`config.mk`:
```
export PLATFORM = sky130hd
export DESIGN_NAME = cfg_addr_gen
export DESIGN_NICKNAME = d
export VERILOG_FILES = /design/src/rtl/cfg_ag_pkg.sv /design/src/rtl/cfg_fld_chk.sv /design/src/rtl/cfg_enc.sv /design/src/rtl/cfg_addr_gen.sv
export SDC_FILE = /design/constraint.sdc
export NUM_CORES = 1
export LEC_CHECK = 0
export BUFFER_PORTS_ARGS = -buffer_cell sky130_fd_sc_hd__buf_2
export CORE_ASPECT_RATIO = 1.5
export CORE_MARGIN = 4
export CORE_UTILIZATION = 58
export CTS_CLUSTER_DIAMETER = 40
export DETAILED_ROUTE_END_ITERATION = 10
export PLACE_DENSITY = 0.86
export SKIP_LAST_GASP = 1
export SYNTH_ARGS = -nofsm -noshare
export SYNTH_HDL_FRONTEND = slang
export SYNTH_HIERARCHICAL = 1
export SYNTH_SLANG_ARGS = --single-unit
```
`constraint.sdc`:
```
create_clock -name clk -period 6.8 [get_ports clk]
set_input_delay 1.36 -clock clk [delete_from_list [all_inputs] [get_ports clk]]
set_output_delay 1.36 -clock clk [all_outputs]
set_load 0.005 [all_outputs]
```
`src/rtl/cfg_ag_pkg.sv`:
```
package cfg_ag_pkg;
  localparam int ADDR_W   = 32;
  localparam int MAP_W    = 32;
  localparam int FLD_W    = 8;
  localparam int SLOT_W   = 5;
  localparam int FUNC_W   = 3;
  localparam logic [2:0] CYC_CFG = 3'b101;

  typedef struct packed {
    logic [ADDR_W-1:0] addr;
    logic [MAP_W-1:0]  map;
  } cfg_enc_t;
endpackage

```
`src/rtl/cfg_fld_chk.sv`:
```
module cfg_fld_chk #(
  parameter int IN_W    = 12,
  parameter int FLD_MAX = 255
) (
  input  logic [IN_W-1:0] val,
  output logic            ok
);
  always_comb ok = (int'(val) <= FLD_MAX);
endmodule

```
`src/rtl/cfg_enc.sv`:
```
module cfg_enc
  import cfg_ag_pkg::*;
#(
  parameter int SPLIT_SLOT = 12
) (
  input  logic [FLD_W-1:0] bus,
  input  logic [FLD_W-1:0] devfn,
  output cfg_enc_t         enc
);
  localparam int LO_SEL_SHIFT = 11;
  localparam int HI_SEL_SHIFT = 5;

  logic [SLOT_W-1:0] slot;
  logic [FUNC_W-1:0] fn;

  always_comb begin
    slot = devfn[FLD_W-1:FUNC_W];
    fn   = devfn[FUNC_W-1:0];
    enc  = '0;
    if (bus == '0) begin
      enc.addr = ADDR_W'(fn) << 8;
      enc.map  = MAP_W'({CYC_CFG, 1'b0});
      if (int'(slot) > SPLIT_SLOT)
        enc.map = enc.map | (MAP_W'(1) << (int'(slot) - HI_SEL_SHIFT));
      else
        enc.addr = enc.addr | (ADDR_W'(1) << (int'(slot) + LO_SEL_SHIFT));
    end else begin
      enc.addr = ADDR_W'({bus, slot, fn, 8'h00});
      enc.map  = MAP_W'({CYC_CFG, 1'b1});
    end
  end
endmodule

```
`src/rtl/cfg_addr_gen.sv`:
```
module cfg_addr_gen
  import cfg_ag_pkg::*;
#(
  parameter int          IN_W       = 12,
  parameter int          SPLIT_SLOT = 12,
  parameter logic [31:0] WIN_BASE   = 32'h6100_0000
) (
  input  logic              clk,
  input  logic              rst_n,
  input  logic              req_vld,
  input  logic [IN_W-1:0]   req_bus,
  input  logic [IN_W-1:0]   req_devfn,
  input  logic [IN_W-1:0]   req_off,
  output logic              rsp_vld,
  output logic              rsp_err,
  output logic [ADDR_W-1:0] pci_addr,
  output logic [MAP_W-1:0]  map_ctl,
  output logic [ADDR_W-1:0] host_addr
);
  localparam int FLD_MAX = (1 << FLD_W) - 1;
  localparam int N_FLD   = 3;

  // reset: asserted asynchronously, released on the clock
  logic [1:0] rst_pipe;
  logic       rst_q_n;
  always_ff @(posedge clk or negedge rst_n) begin
    if (!rst_n) rst_pipe <= 2'b00;
    else        rst_pipe <= {rst_pipe[0], 1'b1};
  end
  assign rst_q_n = rst_pipe[1];

  // field range checks
  logic [IN_W-1:0]  fld [N_FLD];
  logic [N_FLD-1:0] fld_ok;
  assign fld[0] = req_bus;
  assign fld[1] = req_devfn;
  assign fld[2] = req_off;

  for (genvar g = 0; g < N_FLD; g++) begin : g_chk
    cfg_fld_chk #(.IN_W(IN_W), .FLD_MAX(FLD_MAX)) chk_i (
      .val(fld[g]),
      .ok (fld_ok[g])
    );
  end

  cfg_enc_t enc;
  cfg_enc #(.SPLIT_SLOT(SPLIT_SLOT)) enc_i (
    .bus  (req_bus[FLD_W-1:0]),
    .devfn(req_devfn[FLD_W-1:0]),
    .enc  (enc)
  );

  // next-state
  logic              legal, vld_d, err_d;
  logic [ADDR_W-1:0] addr_d, host_d;
  logic [MAP_W-1:0]  map_d;

  always_comb begin
    legal = &fld_ok;
    vld_d = req_vld & legal;
    err_d = req_vld & ~legal;
    if (legal) begin
      addr_d = enc.addr;
      map_d  = enc.map;
      host_d = WIN_BASE + enc.addr + ADDR_W'(req_off[FLD_W-1:0]);
    end else begin
      addr_d = '0;
      map_d  = '0;
      host_d = '0;
    end
  end

  // registers
  always_ff @(posedge clk or negedge rst_q_n) begin
    if (!rst_q_n) begin
      rsp_vld   <= 1'b0;
      rsp_err   <= 1'b0;
      pci_addr  <= '0;
      map_ctl   <= '0;
      host_addr <= '0;
    end else begin
      rsp_vld <= vld_d;
      rsp_err <= err_d;
      if (req_vld) begin
        pci_addr  <= addr_d;
        map_ctl   <= map_d;
        host_addr <= host_d;
      end
    end
  end
endmodule

```
==> results.sh <==
export IMPL_clock_path_buffers=2
export IMPL_synthFlopType="dfrtp_1"
export IMPL_drtPass1Iterations=5
export IMPL_die_area_um2=11100
export IMPL_io_pins=137
export IMPL_post_route_period_util_pct=76.6
export IMPL_pre_cts_ws_ns=1.37
export IMPL_cp_start_kind="input port"
export IMPL_initialDrtViolationCount=371
export IMPL_drive_gt1_share_pct=28.8
export IMPL_synth_edf_count=0
export IMPL_synth_cells=527
export IMPL_antennaDiodeCount=0
export IMPL_synth_top_cells_by_area="dfrtp_1 45%, a22o_1 14%, ha_1 3.2%, nor4_1 2.5%, xnor2_1 2.4%"
export IMPL_yosysWarnings=6
export IMPL_finalSetupViolations=0
export IMPL_grt_antenna_before_repair=0
export IMPL_cap_violations=0
export IMPL_crit_path_end="host_addr[27]"
export IMPL_vias_per_cell=6.39
export IMPL_worstPathRequired_ns=7.04
export IMPL_drt_drc_violations_left=0
export IMPL_synthArstFlopShare_pct=100
export IMPL_gp_congestion=0.982
export IMPL_arrival_ns=5.45
export IMPL_clk_pin_slew_worst_paths_ns=0.07
export IMPL_critPathMaxFanout=16
export IMPL_die_w_um=87.6
export IMPL_min_delay_path_class="flop to asynchronous set/reset pin"
export IMPL_dp_hpwl_um=11700
export IMPL_r2r_end="pci_addr[20]"
export IMPL_worstReg2RegStart="rst_pipe[1]"
export IMPL_cts_root_buf="clkbuf_16"
export IMPL_crit_path_end_kind="flop"
export IMPL_hold_ws_ns=0.346
export IMPL_multi_input_area_um2=2750
export IMPL_fmax_mhz=192
export IMPL_core_area_um2=9250
export IMPL_p_leak_uw=0.00321
export IMPL_initial_core_util_pct=59.5
export IMPL_syn_to_final_growth_pct=18.6
export IMPL_drtAntennaViolNets=0
export IMPL_grt_pass1_wl_um=24900
export IMPL_setup_ws_ns=1.59
export IMPL_grt_max_degree=96
export IMPL_grt_overflow_total=0
export IMPL_die_y_um=127
export IMPL_n_fill_cell=725
export IMPL_synth_seq_cells=100
export IMPL_relSlewSlack_pct=19.9
export IMPL_syn_mean_instance_area_um2=10.4
export IMPL_synth_top_area_share_pct=45.4
export IMPL_rsz0062_at_grt="no"
export IMPL_slew_viol_final=0
export IMPL_dr_total_vias=4860
export IMPL_ys_seq_area_share_pct=45.4
export IMPL_clock_skew_ns=0.00844
export IMPL_tightestPinTransition_ns=1.19
export IMPL_post_cts_resized=0
export IMPL_power_density_nw_per_um2=187
export IMPL_min_period_ns=5.21
export IMPL_hold_buffers=0
export IMPL_rr_worst_depth=1
export IMPL_crit_start="req_devfn[4]"
export IMPL_cts_tree="done"
export IMPL_synth_area_um2=5510
export IMPL_cts_buffers=9
export IMPL_grt_usage_pct=28.8
export IMPL_status="finished, final reports clean"
export IMPL_hold_viol=0
export IMPL_wirelength_um=15600
export IMPL_cts_sinks=100
export IMPL_finalSetupTns_ns=0
export IMPL_row_count=43
export IMPL_ir_drop_v=0.000152
export IMPL_synth_commonest_cells="100 x dfrtp_1, 85 x a22o_1, 32 x clkbuf_1, 27 x nand2_1"
export IMPL_numPortBuffers=136
export IMPL_yosysTopAreaCell="dfrtp_1"
export IMPL_ys_types=69
export IMPL_yosysMostFrequentCell="dfrtp_1"
export IMPL_cts_htree_levels=3
export IMPL_crit_type="input port to flop"
export IMPL_cts_setup_buffers=0
export IMPL_wl_per_cell_um=20.5
export IMPL_worstSkewPairLatency_ns=0.35
export IMPL_layout_nets=698
export IMPL_ff_latch_area_um2=2510
export IMPL_r2r_slack_ns=5.38
export IMPL_grt_pass1_vias=4839
[layout make-up]
type                       count  area share, %
inverter                      24           1.38
clock buffer                  11           3.56
tap                          112           2.15
clock inverter                 5          0.920
multi-input combinational    363           42.0
timing repair buffer         146           11.6
sequential                   100           38.4
[cells by family after synthesis]
logic type | count (synthesis) | synth area share (%)
fa+ha+maj | 15 | 3.54
buf+inv | 65 | 4.77
flops | 100 | 45.4
other cells | 2 | 0.136
xor+xnor | 28 | 4.45
compound gates | 161 | 23.8
mux | 3 | 0.545
simple gates | 153 | 17.3
[worst min-delay path by stage]
| stage | slack, ns | depth (start not counted) | endpoint |
|---|---|---|---|
| finish | 0.35 | 0 | map_ctl[27] |
| CTS | 0.36 | 0 | rst_pipe[1] |
| detailed placement | 0.34 | 0 | rst_pipe[1] |
| global placement | 0.34 | 0 | rst_pipe[1] |
| global route | 0.38 | 0 | rst_pipe[1] |
| floorplan | 0.33 | 0 | rst_pipe[1] |
[critical path: stages]
cell and delay [ns]:
buf_2 0.23, inv_1 0.11, ha_1 0.30, nor2b_1 0.39
mux2i_1 0.44, o41ai_1 1.09, nand2_1 0.31, nor4_4 0.41
o2111ai_2 0.26, a21oi_1 0.23, xor2_1 0.09, a22o_1 0.23
[layout by cell type, fill, tap and decap left out, drive strengths merged, types with 4 or more instances in the layout]
| master | count |
|---|---|
| xor2 | 13 |
| nor2b | 8 |
| a211oi | 5 |
| a22o | 85 |
| nor3 | 24 |
| nand4 | 13 |
| dfrtp | 100 |
| o2bb2ai | 8 |
| a21oi | 7 |
| o31ai | 8 |
| nor4 | 28 |
| nand3 | 13 |
| clkbuf | 11 |
| ha | 14 |
| nand2 | 27 |
| xnor2 | 15 |
| o21ai | 19 |
| inv | 24 |
| nor2 | 16 |
| buf | 146 |
| o41ai | 5 |
| o211ai | 4 |
| nand3b | 4 |
| or4 | 4 |
[report_power, final]
part	total, uW	internal [uW]	leakage, uW	switching [uW]
Combinational	111	32.8	0.00168	78.2
Sequential	601	596	0.00139	5.59
Clock	508	287	0.000140	221
[per-layer routing]
| metal | wire length (um) | vias up | GRT usage [%] |
|---|---|---|---|
| li1 | - | 2229 | - |
| met5 | 0 | - | 0 |
| met2 | 8060 | 236 | 48.3 |
| met4 | 656 | 0 | 15.4 |
| met3 | 1020 | 50 | 4.19 |
| met1 | 5830 | 2345 | 35.2 |
[stage by stage]
| step | cells | utilization, % | power [uW] | instance area (um2) |
|---|---|---|---|---|
| global placement | 745 | 67.4 | 719 | 6240 |
| floorplan | 528 | - | 685 | 5510 |
| finish | 761 | 70.6 | 1220 | 6530 |
| CTS | 761 | 70.6 | 1220 | 6530 |
| global route | 761 | 70.6 | 1260 | 6530 |
| detailed placement | 745 | 67.4 | 722 | 6240 |
[flip-flops by register name, summed over array words and instances (netlist names)]
signal     cells
rsp_vld        1
map_ctl       32
pci_addr      32
rst_pipe       2
rsp_err        1
host_addr     32
(Power assumes the default switching activity.)
